--- src/rtl/bsn_pkg.sv ---
package bsn_pkg;
  localparam int unsigned WORD_W = 32;

  typedef enum logic [1:0] {
    REG_CTRL   = 2'd0,
    REG_SYNC   = 2'd1,
    REG_BSN_LO = 2'd2,
    REG_BSN_HI = 2'd3
  } reg_addr_e;

  localparam int unsigned CTRL_EN_BIT  = 0;
  localparam int unsigned CTRL_PPS_BIT = 1;
endpackage

--- src/rtl/bsn_regs.sv ---
module bsn_regs
  import bsn_pkg::*;
#(
  parameter int unsigned DATA_W = 32,
  parameter int unsigned BSN_W  = 64
) (
  input  logic              clk,
  input  logic              rst_n,
  input  logic              wr_en_i,
  input  logic [1:0]        wr_addr_i,
  input  logic [DATA_W-1:0] wr_data_i,
  input  logic [1:0]        rd_addr_i,
  output logic [DATA_W-1:0] rd_data_o,
  input  logic [BSN_W-1:0]  live_bsn_i,
  output logic              ctrl_wr_o,
  output logic              ctrl_en_o,
  output logic [DATA_W-1:0] sync_len_o,
  output logic              load_o,
  output logic [BSN_W-1:0]  load_val_o
);
  localparam int unsigned HI_W = BSN_W - DATA_W;

  logic [1:0]        ctrl_q, ctrl_d;
  logic [DATA_W-1:0] sync_q, sync_d;
  logic [DATA_W-1:0] lo_q, lo_d;
  logic              wr_ctrl, wr_sync, wr_lo, wr_hi;

  always_comb begin
    wr_ctrl = wr_en_i && (wr_addr_i == REG_CTRL);
    wr_sync = wr_en_i && (wr_addr_i == REG_SYNC);
    wr_lo   = wr_en_i && (wr_addr_i == REG_BSN_LO);
    wr_hi   = wr_en_i && (wr_addr_i == REG_BSN_HI);
    ctrl_d  = ctrl_q;
    sync_d  = sync_q;
    lo_d    = lo_q;
    if (wr_ctrl) ctrl_d = {wr_data_i[CTRL_PPS_BIT], wr_data_i[CTRL_EN_BIT]};
    if (wr_sync) sync_d = wr_data_i;
    if (wr_lo)   lo_d   = wr_data_i;
  end

  always_ff @(posedge clk or negedge rst_n) begin
    if (!rst_n) begin
      ctrl_q <= '0;
      sync_q <= '0;
      lo_q   <= '0;
    end else begin
      if (wr_ctrl) ctrl_q <= ctrl_d;
      if (wr_sync) sync_q <= sync_d;
      if (wr_lo)   lo_q   <= lo_d;
    end
  end

  always_comb begin
    unique case (rd_addr_i)
      REG_CTRL:   rd_data_o = DATA_W'(ctrl_q);
      REG_SYNC:   rd_data_o = sync_q;
      REG_BSN_LO: rd_data_o = live_bsn_i[DATA_W-1:0];
      default:    rd_data_o = DATA_W'(live_bsn_i[BSN_W-1:DATA_W]);
    endcase
  end

  assign ctrl_wr_o  = wr_ctrl;
  assign ctrl_en_o  = ctrl_q[0];
  assign sync_len_o = sync_q;
  assign load_o     = wr_hi;
  assign load_val_o = {wr_data_i[HI_W-1:0], lo_q};

  // the sync interval changes only on a write to its address
  p_sync_hold_r7: assert property (@(posedge clk) disable iff (!rst_n)
    !wr_sync |=> $stable(sync_q));
endmodule

--- src/rtl/bsn_starter.sv ---
module bsn_starter (
  input  logic clk,
  input  logic rst_n,
  input  logic pps_i,
  input  logic ctrl_wr_i,
  input  logic wr_en_bit_i,
  input  logic wr_pps_bit_i,
  input  logic ctrl_en_i,
  input  logic eop_i,
  output logic run_o
);
  logic pps_q;
  logic armed_q, armed_d;
  logic run_q, run_d;
  logic pps_edge;

  assign pps_edge = pps_i && !pps_q;

  always_comb begin
    armed_d = armed_q;
    run_d   = run_q;
    if (run_q) begin
      armed_d = 1'b0;
      if (eop_i && !ctrl_en_i) run_d = 1'b0;
    end else if (ctrl_wr_i) begin
      armed_d = wr_en_bit_i && wr_pps_bit_i;
      run_d   = wr_en_bit_i && !wr_pps_bit_i;
    end else if (armed_q && pps_edge) begin
      armed_d = 1'b0;
      run_d   = 1'b1;
    end
  end

  always_ff @(posedge clk or negedge rst_n) begin
    if (!rst_n) begin
      pps_q   <= 1'b0;
      armed_q <= 1'b0;
      run_q   <= 1'b0;
    end else begin
      pps_q   <= pps_i;
      armed_q <= armed_d;
      run_q   <= run_d;
    end
  end

  assign run_o = run_q;

  // a start follows either a PPS rising edge or a control write
  p_start_cause_r2: assert property (@(posedge clk) disable iff (!rst_n)
    $rose(run_q) |-> ($past(pps_edge) || $past(ctrl_wr_i)));

  // the source only stops right after an end of block
  p_stop_at_eop_r9: assert property (@(posedge clk) disable iff (!rst_n)
    $fell(run_q) |-> $past(eop_i));
endmodule

--- src/rtl/bsn_counters.sv ---
module bsn_counters #(
  parameter int unsigned BLOCK_LEN = 1024,
  parameter int unsigned BSN_W     = 64,
  parameter int unsigned SYNC_W    = 32
) (
  input  logic              clk,
  input  logic              rst_n,
  input  logic              run_i,
  input  logic              load_i,
  input  logic [BSN_W-1:0]  load_val_i,
  input  logic [SYNC_W-1:0] sync_len_i,
  output logic              sop_o,
  output logic              eop_o,
  output logic              sync_o,
  output logic [BSN_W-1:0]  bsn_o
);
  localparam int unsigned CW = $clog2(BLOCK_LEN);
  localparam logic [CW-1:0] LAST = CW'(BLOCK_LEN - 1);

  logic [CW-1:0]     cnt_q, cnt_d;
  logic [SYNC_W-1:0] scnt_q, scnt_d;
  logic [BSN_W-1:0]  bsn_q, bsn_d;
  logic              last, swrap;

  assign last  = (cnt_q == LAST);
  assign swrap = (sync_len_i != '0) && (scnt_q >= sync_len_i - 1'b1);

  always_comb begin
    if (!run_i)    cnt_d = '0;
    else if (last) cnt_d = '0;
    else           cnt_d = cnt_q + 1'b1;

    if (!run_i)     scnt_d = '0;
    else if (swrap) scnt_d = '0;
    else            scnt_d = scnt_q + 1'b1;

    if (load_i)              bsn_d = load_val_i;
    else if (run_i && last)  bsn_d = bsn_q + 1'b1;
    else                     bsn_d = bsn_q;
  end

  always_ff @(posedge clk or negedge rst_n) begin
    if (!rst_n) begin
      cnt_q  <= '0;
      scnt_q <= '0;
      bsn_q  <= '0;
    end else begin
      cnt_q  <= cnt_d;
      scnt_q <= scnt_d;
      bsn_q  <= bsn_d;
    end
  end

  assign sop_o  = run_i && (cnt_q == '0);
  assign eop_o  = run_i && last;
  assign sync_o = sop_o && (scnt_q == '0);
  assign bsn_o  = bsn_q;

  // the number steps by one across a block boundary
  p_bsn_step_r5: assert property (@(posedge clk) disable iff (!rst_n)
    (eop_o && !load_i) |=> (bsn_o == $past(bsn_o) + 1'b1));

  // a load appears on the live number one cycle later
  p_load_r6: assert property (@(posedge clk) disable iff (!rst_n)
    load_i |=> (bsn_o == $past(load_val_i)));

  // an end of block is followed by a new start or by idle
  p_back_to_back_r4: assert property (@(posedge clk) disable iff (!rst_n)
    eop_o |=> (!run_i || sop_o));
endmodule

--- src/rtl/bsn_source.sv ---
module bsn_source
  import bsn_pkg::*;
#(
  parameter int unsigned BLOCK_LEN = 1024,
  parameter int unsigned BSN_W     = 64,
  parameter int unsigned DATA_W    = 32
) (
  input  logic              clk,
  input  logic              rst_n,
  input  logic              pps_i,
  input  logic              wr_en_i,
  input  logic [1:0]        wr_addr_i,
  input  logic [DATA_W-1:0] wr_data_i,
  input  logic [1:0]        rd_addr_i,
  output logic [DATA_W-1:0] rd_data_o,
  output logic              valid_o,
  output logic              sop_o,
  output logic              eop_o,
  output logic              sync_o,
  output logic [BSN_W-1:0]  bsn_o
);
  logic [1:0]        rst_sync_q;
  logic              srst_n;
  logic              ctrl_wr, ctrl_en, load, run;
  logic [DATA_W-1:0] sync_len;
  logic [BSN_W-1:0]  load_val, bsn;
  logic              sop, eop, sync;

  always_ff @(posedge clk or negedge rst_n) begin
    if (!rst_n) rst_sync_q <= 2'b00;
    else        rst_sync_q <= {rst_sync_q[0], 1'b1};
  end
  assign srst_n = rst_sync_q[1];

  bsn_regs #(.DATA_W(DATA_W), .BSN_W(BSN_W)) u_regs (
    .clk        (clk),
    .rst_n      (srst_n),
    .wr_en_i    (wr_en_i),
    .wr_addr_i  (wr_addr_i),
    .wr_data_i  (wr_data_i),
    .rd_addr_i  (rd_addr_i),
    .rd_data_o  (rd_data_o),
    .live_bsn_i (bsn),
    .ctrl_wr_o  (ctrl_wr),
    .ctrl_en_o  (ctrl_en),
    .sync_len_o (sync_len),
    .load_o     (load),
    .load_val_o (load_val)
  );

  bsn_starter u_starter (
    .clk          (clk),
    .rst_n        (srst_n),
    .pps_i        (pps_i),
    .ctrl_wr_i    (ctrl_wr),
    .wr_en_bit_i  (wr_data_i[CTRL_EN_BIT]),
    .wr_pps_bit_i (wr_data_i[CTRL_PPS_BIT]),
    .ctrl_en_i    (ctrl_en),
    .eop_i        (eop),
    .run_o        (run)
  );

  bsn_counters #(.BLOCK_LEN(BLOCK_LEN), .BSN_W(BSN_W), .SYNC_W(DATA_W)) u_cnt (
    .clk        (clk),
    .rst_n      (srst_n),
    .run_i      (run),
    .load_i     (load),
    .load_val_i (load_val),
    .sync_len_i (sync_len),
    .sop_o      (sop),
    .eop_o      (eop),
    .sync_o     (sync),
    .bsn_o      (bsn)
  );

  assign valid_o = run;
  assign sop_o   = sop;
  assign eop_o   = eop;
  assign sync_o  = sync;
  assign bsn_o   = bsn;

  // the first block of every run carries sync
  p_first_sync_r8: assert property (@(posedge clk) disable iff (!srst_n)
    $rose(valid_o) |-> (sync_o && sop_o));

  // nothing is framed while the source is idle
  p_idle_quiet_r1: assert property (@(posedge clk) disable iff (!srst_n)
    !valid_o |-> !(sop_o || eop_o || sync_o));
endmodule

--- config.mk ---
export PLATFORM = sky130hd
export DESIGN_NAME = bsn_source
export DESIGN_NICKNAME = d
export VERILOG_FILES = /design/src/rtl/bsn_pkg.sv /design/src/rtl/bsn_regs.sv /design/src/rtl/bsn_starter.sv /design/src/rtl/bsn_counters.sv /design/src/rtl/bsn_source.sv
export SDC_FILE = /design/constraint.sdc
export NUM_CORES = 1
export LEC_CHECK = 0
export BUFFER_PORTS_ARGS = -buffer_cell sky130_fd_sc_hd__buf_2
export CORE_MARGIN = 3
export CORE_UTILIZATION = 45
export CTS_CLUSTER_SIZE = 12
export DETAILED_ROUTE_END_ITERATION = 10
export GPL_ROUTABILITY_DRIVEN = 1
export GPL_TIMING_DRIVEN = 0
export MAX_ROUTING_LAYER = met4
export PLACE_DENSITY = 0.77
export SETUP_SLACK_MARGIN = 0.05
export SLEW_MARGIN = 20
export SYNTH_ARGS = -nofsm -noshare
export SYNTH_HDL_FRONTEND = slang
export SYNTH_SLANG_ARGS = --single-unit
--- constraint.sdc ---
create_clock -name clk -period 10.66 [get_ports clk]
set_clock_uncertainty 0.1 [all_clocks]
set_input_delay 2.132 -clock clk [delete_from_list [all_inputs] [get_ports clk]]
set_output_delay 2.132 -clock clk [all_outputs]
set_load 0.01 [all_outputs]
==> impl_results.md <==
- Resized Gates After CTS: 0
- Hold buffer count at cts: 0
- Synth Area in Simple Gates: 21.15%
- Die Area: 25890 um^2
- CP startpoint kind: primary input
- Warnings, synthesis: 0
- Wirelength per Cell: 22.09 um
- Initial antenna violation count: 1
- CTS Buf Count: 17
- Final cycle utilization of the critical path: 58.85%
- Dpl ws: 4.445 ns
- Setup violation total in the final timing report: 0
- Number of enable flip-flop cells after synthesis: 0
- Top cell type's share of synthesized area: 41.02%
- First-pass GRT wire length: 55140 um
- Remaining DRCs: 0
- Routability congestion estimate: 0.9539
- Most numerous cell in the Yosys netlist: dfrtp_1
- Post-layout util: 53.59%
- Post-layout min period: 6.273 ns
- Core ar.: 23540 um^2
- Placed cell areas: 11970 um^2
- Static Leak: 5.081 nW
- Postcts setup bufs: 0
- Largest family of logic cells by synthesized area: simple AND/OR/NAND/NOR gates
- Post-Synth Adder-Cell Area: 4.520%
- Post-synthesis sequential area ratio: 41.02%
- Fillers: 2163
- Clock slew at reported path FFs: 0.08 ns
- Maxcap violations: 0
- Root Buffer: clkbuf_16
- Worst Slack Setup Final: 4.387 ns
- Total grt overflow: 0
- Mapped Area: 10800 um^2
- Kind of end point of the critical path: output pin
- Starting density of the core: 45.86%
- Final count of hold timing violations: 0
- Crit path max-delay cell type: clkbuf_1
- Clk_lat worst skew: 0.45 ns
- Req. time, crit path: 8.43 ns
- Async SR Flop Fraction: 100.0%
- Headroom to the max-slew limit: 40.97%
- Tightest Pin Transition: 0.8854 ns
- Gate Count Post-Synth: 1117
- Max incr delay on CP: 0.63 ns
- Area contributors post-synth: dfrtp_1 41%, mux2_2 9.1%, xnor2_1 4.6%, ha_1 4.5%, nand2_1 3.0%
- CP Max Fanout: 10
- CP Class: in2out
- Finished Layout Cells: 1609
- Synth cell types: 51
- # IOs: 140
- Status: complete, no violations
- Finished Cell Area: 12620 um^2
- Max Slew Vio Count: 0
- FMAX: 0.1594 GHz
- Sink Count: 177
- Worst path arrival time: 4.04 ns
- Post-synth top area cell: dfrtp_1
- CTS HTree Levels: 4
- Crit-path most repeated cell: clkbuf_1
- Synthesized netlist net count: 1196
- Syn avg cell area: 9.666 um^2
- Fraction of layout cells with a size suffix above 1: 21.10%
- Power Dens Cells: 172.6 nW/um^2
- Vias: 10260
- GR Util All Layers: 27.98%
- CTS tree: done
- Worst Hold Class: reg2async
- Vias in the first global route: 9860
- Register bit total from synthesis: 177
- Num rows: 56
- Initial drt markers: 1064
- Pin count of the biggest net entering global routing: 56
- Max Buffers Root-to-Sink: 2
- DR pass1 iterations: 7
- RSZ-0062 raised after global routing: false
- Cell Chain, Critical Path: clkbuf_1, clkbuf_1, o21ai_0, a22o_1, buf_2
- ANT nets after route: 0
- PortBufs: 137
- Mux share of post-synthesis cell area: 9.769%
- Top cells by count, synth: 177 x dfrtp_1, 87 x mux2_2, 87 x nand2_1, 85 x nor2_1, 59 x clkbuf_1
- Synth Area in Compound Gates: 13.16%
- Placed Cells: 1576
- Ys flop type: dfrtp_1
- DIE HEIGHT: 160.9 um
- Final HPWL DP: 26150 um
- Max IR drop VDD: 0.0001195 V
- Detail-routed via count per cell: 6.379
- Routed Wire Length: 35540 um
- Syn-to-layout area delta: 16.85%
- Width of the die: 160.9 um
- Setup TNS Final: 0 ns
- Synth Area in XOR/XNOR: 7.058%
- Layout Nets: 1355
[per-stage QoR]
step	hold WS (ns)	total power, W
floorplan	0.2312	0.001258
global placement	0.2365	0.001471
detailed placement	0.1315	0.001496
CTS	0.1378	0.002171
global route	0.1542	0.002277
finish	0.1306	0.002177
[worst paths after layout]
check                                       from               end  slack [ns]  cells past startpoint
max                                 rd_addr_i[0]      rd_data_o[7]        4.39                      5
min                                rst_sync_q[1]    u_cnt.cnt_q[3]        0.13                      0
max reg2reg                u_regs.sync_len_o[13]  u_cnt.scnt_q[29]        6.29                     11
min reg2reg                        rst_sync_q[1]    u_cnt.cnt_q[3]        0.13                      0
max in group asynchronous                  rst_n     rst_sync_q[1]        9.01                      1
min in group clk                   rst_sync_q[0]     rst_sync_q[1]        0.26                      0
[registers in the layout, summed over array words and instances (netlist names)]
signal,cells
u_cnt.bsn_o,64
rst_sync_q,2
u_starter.armed_q,1
u_starter.run_o,1
u_regs.lo_q,32
u_starter.pps_q,1
u_cnt.cnt_q,10
u_cnt.scnt_q,32
u_regs.sync_len_o,32
u_regs.ctrl_q,2
[critical path: cells and delay by family]
family                 cells  cell delay (ns)
buffers and inverters      3             1.33
AO/OA/AOI/OAI              2             0.56
[where the power goes]
part           internal [W]  total, W  leakage (nW)  switching [W]
combinational      0.000246  0.000535          2.62       0.000288
clock              0.000362  0.000677         0.311       0.000315
sequential         0.000781  0.000965          2.15       0.000184
[per-layer routing]
metal	GRT usage, %	part of all wire [%]
met1	34.34	38
met2	44.84	48
met3	4.694	9.0
met4	14.00	4.7
met5	-	0
[layout by cell type (no fill, tap or decap), types with 4 or more instances in the layout]
cell type / synthesis / routed
a211oi_1: 33 / 33
a21oi_1: 12 / 12
a22o_1: 30 / 30
a31oi_1: 40 / 40
and2_1: 13 / 13
and3_1: 17 / 17
and4_1: 13 / 13
buf_2: 1 / 138
clkbuf_1: 59 / 59
clkbuf_16: 0 / 17
clkinv_8: 0 / 4
dfrtp_1: 177 / 176
ha_1: 39 / 39
inv_1: 27 / 27
inv_8: 0 / 4
mux2_2: 87 / 87
nand2_1: 87 / 87
nand3_1: 44 / 44
nand3b_1: 5 / 5
nand4_1: 43 / 43
nor2_1: 85 / 85
nor3_1: 19 / 19
nor3b_1: 4 / 4
nor4_1: 31 / 30
o21ai_0: 39 / 39
o31ai_1: 38 / 38
or3_1: 8 / 8
or4_1: 42 / 42
xnor2_1: 57 / 57
xor2_1: 30 / 30
[cell families (layout without fill, tap and decap cells)]
logic type | after synthesis | in the layout
simple gates | 424 | 424
flops | 177 | 177
mux | 92 | 92
other cells | 1 | 2
xor+xnor | 87 | 87
buf+inv | 90 | 262
fa+ha+maj | 39 | 39
compound gates | 207 | 207
[area by class of cell]
cell class | count | area [um^2] | area share (%)
diodes | 1 | 2.502 | 0.01984
plain buffers | 63 | 252.7 | 2.003
clock buffers | 17 | 425.4 | 3.372
clock inverters | 15 | 214.0 | 1.696
inverters | 27 | 101.3 | 0.8033
multi-input cells | 850 | 6020 | 47.71
flip-flops and latches | 177 | 4433 | 35.14
well taps | 319 | 399.1 | 3.164
repair buffers | 140 | 768.2 | 6.089
Note: power is estimated with default switching activity, not from simulation.
